==> config.mk <==
export PLATFORM = sky130hd
export DESIGN_NAME = pwr_dom_seq
export DESIGN_NICKNAME = d
export VERILOG_FILES = /design/src/rtl/pds_pkg.sv /design/src/rtl/pds_cfg.sv /design/src/rtl/pds_dom.sv /design/src/rtl/pds_fsm.sv /design/src/rtl/pwr_dom_seq.sv
export SDC_FILE = /design/constraint.sdc
export NUM_CORES = 1
export LEC_CHECK = 0
export BUFFER_PORTS_ARGS = -buffer_cell sky130_fd_sc_hd__buf_4
export CORE_MARGIN = 1.5
export CORE_UTILIZATION = 61
export CTS_BUF_LIST = sky130_fd_sc_hd__clkbuf_4
export DETAILED_ROUTE_END_ITERATION = 12
export PLACE_DENSITY = 0.91
export SLEW_MARGIN = 25
export SYNTH_ARGS = -nofsm -noshare
export SYNTH_HDL_FRONTEND = slang
export SYNTH_SLANG_ARGS = --single-unit
==> constraint.sdc <==
create_clock -name clk -period 3.3 [get_ports clk]
set_input_delay 0.99 -clock clk [delete_from_list [all_inputs] [get_ports clk]]
set_output_delay 0.99 -clock clk [all_outputs]
set_load 0.02 [all_outputs]
==> src/rtl/pds_pkg.sv <==
package pds_pkg;

  typedef enum logic [3:0] {
    S_IDLE, S_PICK, S_DCLK, S_DRST, S_DSW,
    S_USW, S_UWAIT, S_UCLK, S_URST, S_FIN
  } seq_st_e;

  typedef enum logic [2:0] {
    C_NONE, C_CLK_OFF, C_RST_ON, C_SW_OFF, C_SW_ON, C_CLK_ON, C_RST_OFF
  } dom_cmd_e;

endpackage

==> src/rtl/pds_cfg.sv <==
module pds_cfg #(
  parameter int unsigned N_EXT    = 2,
  parameter int unsigned TMO_W    = 8,
  parameter int unsigned TMO_INIT = 16,
  parameter int unsigned KB_W     = 8,
  parameter int unsigned BASE_KB  = 8,
  parameter int unsigned EXT0_KB  = 56,
  parameter int unsigned EXT1_KB  = 32
) (
  input  logic             clk,
  input  logic             rst_n,
  input  logic             wr,
  input  logic [N_EXT-1:0] keep_in,
  input  logic [TMO_W-1:0] limit_in,
  output logic [N_EXT-1:0] keep,
  output logic [TMO_W-1:0] limit,
  output logic [KB_W-1:0]  ret_kb
);

  function automatic int unsigned ext_kb(input int i);
    if (i == 0) return EXT0_KB;
    if (i == 1) return EXT1_KB;
    return 0;
  endfunction

  logic [N_EXT-1:0] keep_q;
  logic [TMO_W-1:0] limit_q;

  always_ff @(posedge clk or negedge rst_n) begin
    if (!rst_n) begin
      keep_q  <= '1;
      limit_q <= TMO_W'(TMO_INIT);
    end else if (wr) begin
      keep_q  <= keep_in;
      limit_q <= limit_in;
    end
  end

  always_comb begin
    ret_kb = KB_W'(BASE_KB);
    for (int i = 0; i < int'(N_EXT); i++) begin
      if (keep_q[i]) ret_kb = ret_kb + KB_W'(ext_kb(i));
    end
  end

  assign keep  = keep_q;
  assign limit = limit_q;

endmodule

==> src/rtl/pds_dom.sv <==
module pds_dom
  import pds_pkg::*;
(
  input  logic     clk,
  input  logic     rst_n,
  input  logic     sel,
  input  dom_cmd_e cmd,
  output logic     sw_on,
  output logic     clk_en,
  output logic     dom_rst_n
);

  logic sw_q, clk_q, rn_q;
  logic sw_d, clk_d, rn_d;
  logic upd;

  assign upd = sel && (cmd != C_NONE);

  always_comb begin
    sw_d  = sw_q;
    clk_d = clk_q;
    rn_d  = rn_q;
    case (cmd)
      C_CLK_OFF: clk_d = 1'b0;
      C_RST_ON:  rn_d  = 1'b0;
      C_SW_OFF:  sw_d  = 1'b0;
      C_SW_ON:   sw_d  = 1'b1;
      C_CLK_ON:  clk_d = 1'b1;
      C_RST_OFF: rn_d  = 1'b1;
      default: ;
    endcase
  end

  always_ff @(posedge clk or negedge rst_n) begin
    if (!rst_n) begin
      sw_q  <= 1'b1;
      clk_q <= 1'b1;
      rn_q  <= 1'b1;
    end else if (upd) begin
      sw_q  <= sw_d;
      clk_q <= clk_d;
      rn_q  <= rn_d;
    end
  end

  assign sw_on     = sw_q;
  assign clk_en    = clk_q;
  assign dom_rst_n = rn_q;

endmodule

==> src/rtl/pds_fsm.sv <==
module pds_fsm
  import pds_pkg::*;
#(
  parameter int unsigned N_DOM = 4,
  parameter int unsigned TMO_W = 8,
  localparam int unsigned N_EXT = N_DOM - 2,
  localparam int unsigned IDX_W = $clog2(N_DOM)
) (
  input  logic             clk,
  input  logic             rst_n,
  input  logic             req,
  input  logic             req_stby,
  input  logic [N_EXT-1:0] keep,
  input  logic [TMO_W-1:0] limit,
  input  logic [N_DOM-1:0] pwr_ok,
  input  logic [N_DOM-1:0] dom_sw,
  input  logic [N_DOM-1:0] dom_rn,
  output logic [IDX_W-1:0] cur_idx,
  output dom_cmd_e         cmd,
  output logic             busy,
  output logic             done,
  output logic             err
);

  seq_st_e          st_q, st_d;
  logic [IDX_W-1:0] idx_q, idx_d;
  logic             dn_q, dn_d;
  logic [TMO_W-1:0] tcnt_q, tcnt_d;
  logic             err_q, err_d;
  logic             adv, last;
  logic [N_DOM-1:0] off_mask;

  always_comb begin
    off_mask    = '0;
    off_mask[1] = 1'b1;
    for (int d = 2; d < int'(N_DOM); d++) off_mask[d] = ~keep[d-2];
  end

  assign last = dn_q ? (idx_q == '0) : (idx_q == IDX_W'(N_DOM-1));

  always_comb begin
    st_d   = st_q;
    idx_d  = idx_q;
    dn_d   = dn_q;
    tcnt_d = tcnt_q;
    err_d  = err_q;
    cmd    = C_NONE;
    adv    = 1'b0;
    case (st_q)
      S_IDLE: if (req) begin
        dn_d  = req_stby;
        idx_d = req_stby ? IDX_W'(N_DOM-1) : '0;
        err_d = 1'b0;
        st_d  = S_PICK;
      end
      S_PICK: begin
        if (dn_q) begin
          if (off_mask[idx_q] && dom_sw[idx_q]) st_d = S_DCLK;
          else adv = 1'b1;
        end else begin
          if (!dom_rn[idx_q]) st_d = S_USW;
          else adv = 1'b1;
        end
      end
      S_DCLK: begin cmd = C_CLK_OFF; st_d = S_DRST; end
      S_DRST: begin cmd = C_RST_ON;  st_d = S_DSW;  end
      S_DSW:  begin cmd = C_SW_OFF;  adv  = 1'b1;   end
      S_USW:  begin cmd = C_SW_ON; tcnt_d = '0; st_d = S_UWAIT; end
      S_UWAIT: begin
        if (pwr_ok[idx_q]) st_d = S_UCLK;
        else if (tcnt_q == limit) begin
          err_d = 1'b1;
          adv   = 1'b1;
        end else tcnt_d = tcnt_q + 1'b1;
      end
      S_UCLK: begin cmd = C_CLK_ON;  st_d = S_URST; end
      S_URST: begin cmd = C_RST_OFF; adv  = 1'b1;   end
      S_FIN:  st_d = S_IDLE;
      default: st_d = S_IDLE;
    endcase
    if (adv) begin
      if (last) st_d = S_FIN;
      else begin
        idx_d = dn_q ? idx_q - 1'b1 : idx_q + 1'b1;
        st_d  = S_PICK;
      end
    end
  end

  always_ff @(posedge clk or negedge rst_n) begin
    if (!rst_n) begin
      st_q   <= S_IDLE;
      idx_q  <= '0;
      dn_q   <= 1'b0;
      tcnt_q <= '0;
      err_q  <= 1'b0;
    end else begin
      st_q   <= st_d;
      idx_q  <= idx_d;
      dn_q   <= dn_d;
      tcnt_q <= tcnt_d;
      err_q  <= err_d;
    end
  end

  assign cur_idx = idx_q;
  assign busy    = (st_q != S_IDLE);
  assign done    = (st_q == S_FIN);
  assign err     = err_q;

endmodule

==> src/rtl/pwr_dom_seq.sv <==
module pwr_dom_seq
  import pds_pkg::*;
#(
  parameter int unsigned N_DOM    = 4,
  parameter int unsigned TMO_W    = 8,
  parameter int unsigned TMO_INIT = 16,
  parameter int unsigned KB_W     = 8,
  parameter int unsigned BASE_KB  = 8,
  parameter int unsigned EXT0_KB  = 56,
  parameter int unsigned EXT1_KB  = 32,
  localparam int unsigned N_EXT   = N_DOM - 2,
  localparam int unsigned IDX_W   = $clog2(N_DOM)
) (
  input  logic             clk,
  input  logic             rst_n,
  input  logic             cfg_wr,
  input  logic [N_EXT-1:0] cfg_keep,
  input  logic [TMO_W-1:0] cfg_limit,
  input  logic             req,
  input  logic             req_stby,
  input  logic [N_DOM-1:0] pwr_ok,
  output logic [N_DOM-1:0] dom_sw_on,
  output logic [N_DOM-1:0] dom_clk_en,
  output logic [N_DOM-1:0] dom_rst_n,
  output logic             busy,
  output logic             done,
  output logic             err,
  output logic [KB_W-1:0]  ret_kb
);

  logic [N_EXT-1:0] keep;
  logic [TMO_W-1:0] limit;
  logic [IDX_W-1:0] cur_idx;
  dom_cmd_e         cmd;

  pds_cfg #(
    .N_EXT(N_EXT), .TMO_W(TMO_W), .TMO_INIT(TMO_INIT), .KB_W(KB_W),
    .BASE_KB(BASE_KB), .EXT0_KB(EXT0_KB), .EXT1_KB(EXT1_KB)
  ) u_cfg (
    .clk(clk), .rst_n(rst_n), .wr(cfg_wr), .keep_in(cfg_keep),
    .limit_in(cfg_limit), .keep(keep), .limit(limit), .ret_kb(ret_kb)
  );

  pds_fsm #(.N_DOM(N_DOM), .TMO_W(TMO_W)) u_fsm (
    .clk(clk), .rst_n(rst_n), .req(req), .req_stby(req_stby),
    .keep(keep), .limit(limit), .pwr_ok(pwr_ok),
    .dom_sw(dom_sw_on), .dom_rn(dom_rst_n),
    .cur_idx(cur_idx), .cmd(cmd), .busy(busy), .done(done), .err(err)
  );

  for (genvar d = 0; d < int'(N_DOM); d++) begin : g_dom
    if (d == 0) begin : g_aon
      assign dom_sw_on[d]  = 1'b1;
      assign dom_clk_en[d] = 1'b1;
      assign dom_rst_n[d]  = 1'b1;
    end else begin : g_sw
      pds_dom u_dom (
        .clk(clk), .rst_n(rst_n),
        .sel(cur_idx == IDX_W'(d)), .cmd(cmd),
        .sw_on(dom_sw_on[d]), .clk_en(dom_clk_en[d]), .dom_rst_n(dom_rst_n[d])
      );
    end
  end

endmodule

Word level (Yosys, flattened, before mapping) --
Index checks and enable logic that the tools add are counted.
Cells by class: add/subtract/negate cells 5, multipliers 0, divide/modulo/power cells 0, magnitude comparators 1, equality and inequality tests 28, shift-type cells 0, muxes and demuxes 48, bitwise logic cells 2, reductions and logical operators 27
Operator list (number):
- 8-bit two-way mux | 6
- 4-bit one-hot mux with 8 select lines | 1
- 4-bit two-way mux | 7
- 2-bit AND reduction | 10
- 3-bit one-hot mux with 6 select lines | 1
- 4-bit by 3-bit equality test with 1-bit output, second input constant | 4
- 8-bit one-hot mux with 2 select lines | 1
- 1-bit two-way mux | 15
- 2-bit two-way mux | 6
- 6-bit two-way mux | 2
- 2-bit nonzero test | 5
- 3-bit equality test, second input constant | 3
- 4-bit by 8-bit adder with 8-bit output, first input constant | 1
- 8-bit by 1-bit adder with 8-bit output, second input constant | 1
- 8-bit adder | 1
- 1-bit binary-select mux with 2-bit select | 4
- 4-bit by 2-bit equality test with 1-bit output, second input constant | 2
- 4-bit equality test, second input constant | 2
- 8-bit equality test | 1
- 1-bit one-hot mux with 2 select lines | 4
- 3-bit by 2-bit equality test with 1-bit output, second input constant | 2
- 2-bit != test, second input constant | 3
- 5-bit AND reduction | 1
- 2-bit equality test, second input constant | 2
- other kinds (21) | 26
Word-level totals: flip-flop bits (word level) 35, latch bits 0, memory bits (writable) 0, bits in read-only memories 0, input bits 19, output and inout port bits 23, logic and storage cells 127, memories 0

Longest topological paths before layout --
word-level depth 9, mapped depth 7, gate-level depth less buffers 6

Cells and area by module --
A second synthesis with hierarchy kept.
Unflattened totals: cell total of the unflattened synthesis 198, area, all modules 2095.8 µm²
By module, submodules not included:
- pds_fsm | instances 1, cells each 128, area each 1113.6 µm², sequential area each 400.4 µm²
- pds_cfg | instances 1, cells each 30, area each 475.5 µm², sequential area each 254.0 µm²
- pds_dom | instances 3, cells each 11, area each 152.6 µm², sequential area each 78.8 µm²
- pwr_dom_seq | instances 1, cells each 7, area each 48.8 µm², sequential area each 0.0 µm²

Worst setup path after synthesis --
OpenSTA, ideal clock, no wires.
kind input port to flip-flop, start point in pwr_ok[3], end point reg u_fsm.tcnt_q[3], setup time 0.066 ns, arrival 2.597 ns, required time 3.234 ns, slack 0.637 ns, stages 5, path buffers 0, path through mux4_2 > or3_4 > a21o_4 > or4_1 > nand2_1
On the way: longest elaborated chain between the ends 4
Ends and longest elaborated chain:
- start, declared | RTL line pwr_dom_seq.sv:21 | input logic [N_DOM-1:0] pwr_ok,
- 1-bit binary-select mux with 2-bit select | RTL line pds_fsm.sv:70 | if (pwr_ok[idx_q]) st_d = S_UCLK;
- 1-bit two-way mux (not written as such) | RTL line pds_fsm.sv:70
- 2-bit != test (no source line)
- 3-bit AND reduction (no source line)
- end signal, assigned | RTL line pds_fsm.sv:101 | tcnt_q <= tcnt_d;
- end, declared | RTL line pds_fsm.sv:28 | logic [TMO_W-1:0] tcnt_q, tcnt_d;
Every way passes these cells. The select of a mux whose other input is x is not followed. A chain may end at the register's enable or synchronous reset.

Final worst setup path --
start point reg u_fsm.st_q[2], end point out busy
On the way: longest elaborated chain between the ends 1
Ends and longest elaborated chain:
- start, declared | RTL line pds_fsm.sv:25 | seq_st_e st_q, st_d;
- start signal, assigned | RTL line pds_fsm.sv:98 | st_q <= st_d;
- 4-bit nonzero test | RTL line pds_fsm.sv:107 | assign busy = (st_q != S_IDLE);
- end, declared | RTL line pwr_dom_seq.sv:25 | output logic busy,
Every way passes these cells.

==> run summary <==
Initial Util = 63.6%
postcts setup bufs = 0
CP endpoint kind = primary output
Max Cap Viol = 0
Starting DRT DRC Count = 117
Synth Area in Compound Gates = 13.6%
DRC = 0
Bufs on Longest Clock Path = 2
setup tns final = 0 ps
final hold violations = 0
vias in the first global route = 1654
Worst-path clk slew = 100 ps
First-pass DRT Iterations = 4
cts hold-fix bufs = 0
Mapped Cells = 222
CTS H-tree depth = 2
Adder-Cell Fraction of Synth Area = 2.92%
DPL Wire Length = 3350 microns
FF+latch count, synth = 35
register area share after synthesis = 41.6%
Final setup viols = 0
sw frac = 43.9%
global-route wire length before repair = 7540 microns
HP Start = g_dom[3].g_sw.u_dom.clk_en
XOR/XNOR share of the synthesized area = 4.50%
clock skew = 9.68 ps
status = finished clean
Die Y = 62.2 microns
type of origin of the critical path = register
Post-synth EDFFs = 0
Worst Tran Pin Value = 989 ps
vias per cell = 5.94
Place WS = 440 ps
CP Max Fanout = 16
Placed Cells = 282
Internal = 967 uW
DIE AREA = 3870 sq um
Rows = 21
Worst EP arrival = 1820 ps
Flop pwr share = 42.6%
Max IR drop VDD = 0.000526 V
Hold Crit Class = reg2reg
setup ws final = 489 ps
clock sinks = 35
Clock Tree Root = clkbuf_4
grt ovf = 0
ANT cells = 0
Port Buffers = 33
Synth-to-Final Area Change = 9.71%
post-cts resize count = 0
IO Count = 42
simple-gate share of the synthesized area = 18.8%
antenna violations before repair = 0
combinational group share of total power = 44.4%
crit path time final = 2810 ps
mux cell area share after synthesis = 8.19%
Overall Global Routing Usage = 24.9%
Post-DRT Antenna Nets = 0
commonest cells after routing, fill and taps aside = 34 x buf_4, 23 x dfrtp_1, 20 x nand2_1, 18 x nor2_1, 14 x o21ai_0
Layout Cells excl Fill = 290
Clock power frac = 13.0%
crit share post-route = 85.2%
largest family of logic cells by synthesized area = simple AND/OR/NAND/NOR gates
Leak = 1.08 nW
Avg Cell Area, Syn = 9.64 sq um
Max Clk Rate = 356 MHz
largest net degree at the start of global routing = 36
Pwr Total = 1.72 mW
met3 Usage GRT = 6.16%
Sw Pwr = 756 uW
crit path from = u_fsm.st_q[2]
Util after Layout = 69.8%
GPL Wtd Cong = 0.912
busiest grt layer = met2
most common cell after layout, fill and taps aside = buf_4
routing usage on met1 = 32.1%
Post-Route WL = 4490 microns
Final Max Tran Viols = 0
Reg-to-Reg Start = u_fsm.cur_idx[0]
Core Region = 3360 sq um
CP required = 2310 ps
crit path kind = reg2out
layout cells sized above 1 = 30.3%
RSZ-0062 raised after global routing = false
fin nets = 267
Rel. slew slack = 33.5%
Post-synth ARST share = 100%
post-synth cell types = 47
CTS tree = built
synth warn = 0
Die Wd = 62.2 microns
CTS buffer count = 5
clk_lat worst skew = 350 ps
synthesized area = 2140 sq um
routed vias = 1722
PwrDens = 734 nW/um^2
Synth Flop Type = dfrtp_1
routed len/inst = 15.5 microns
met2 global-route usage = 39.9%
## synth_stat cells (4+ instances only)
library cell,n,share of area (%)
a21oi_1,12,2.8
and3_1,4,1.2
buf_4,18,6.3
clkbuf_1,6,1.1
dfrtp_1,23,27
dfstp_2,12,15
ha_1,5,2.9
inv_1,9,1.6
mux2_2,10,5.3
mux2i_1,4,1.9
nand2_1,20,3.5
nand3_1,5,1.2
nor2_1,18,3.2
o211ai_1,4,1.4
o21ai_0,14,3.3
or4_1,4,1.4
xor2_1,9,3.7
## cell type report
type                       instances  area [sq um]
multi-input combinational        158          1060
fill                             279          1020
sequential                        35           891
timing repair buffer              34           255
tap                               46          57.6
clock buffer                       5          37.5
inverter                           9          33.8
clock inverter                     3          15.0
## final timing paths
check	end	slack [ps]	cells past startpoint
max in group asynchronous	g_dom[2].g_sw.u_dom.clk_en	2390	1
worst max register to register	u_fsm.tcnt_q[5]	900	5
worst min register to register	g_dom[3].g_sw.u_dom.clk_en	490	2
min in group asynchronous	u_fsm.st_q[0]	570	1
worst max-delay path	busy	490	3
worst min-delay path	g_dom[3].g_sw.u_dom.clk_en	490	2
## power by group through the flow
stage / combinational (mW) / sequential, mW / clock, mW
floorplan: 0.685 / 0.626 / 0
global placement: 0.714 / 0.725 / 0
detailed placement: 0.751 / 0.735 / 0
CTS: 0.755 / 0.727 / 0.227
global route: 0.837 / 0.753 / 0.248
finish: 0.765 / 0.734 / 0.224
## registers in the layout, summed over array words and instances (netlist names)
name,flops
g_dom.g_sw.u_dom.dom_rst_n,3
g_dom.g_sw.u_dom.sw_on,3
u_fsm.st_q,4
u_fsm.err,1
u_fsm.cur_idx,2
u_fsm.dn_q,1
u_cfg.keep,2
u_cfg.limit,8
u_fsm.tcnt_q,8
g_dom.g_sw.u_dom.clk_en,3
## per-layer routing
metal  routed length (microns)  vias up
li1                          -      795
met2                      2270       78
met4                        70        0
met1                      1830      840
met5                         0        -
met3                       322        9
## cell families (layout without fill, tap and decap cells)
group | count (synthesis) | count (layout)
and+or+nand+nor | 75 | 75
DFF | 35 | 35
buffers and inverters | 35 | 51
xor gates and xnor gates | 11 | 11
other | 2 | 8
AOI/OAI and AO/OA | 44 | 44
muxes | 15 | 15
adders and majority gates | 5 | 5
## worst max-delay path, cell delays in order, from the launching register on
cell and delay [ps]:
dfrtp_1 580, nor4_1 580, inv_1 130, buf_4 190
## through the flow
| stage | hold WS (ps) | area (sq um) |
|---|---|---|
| global route | 530 | 2350 |
| floorplan | 460 | 2160 |
| CTS | 497 | 2350 |
| global placement | 469 | 2290 |
| finish | 491 | 2350 |
| detailed placement | 475 | 2290 |
No activity file was read; power rests on OpenSTA's default activity.
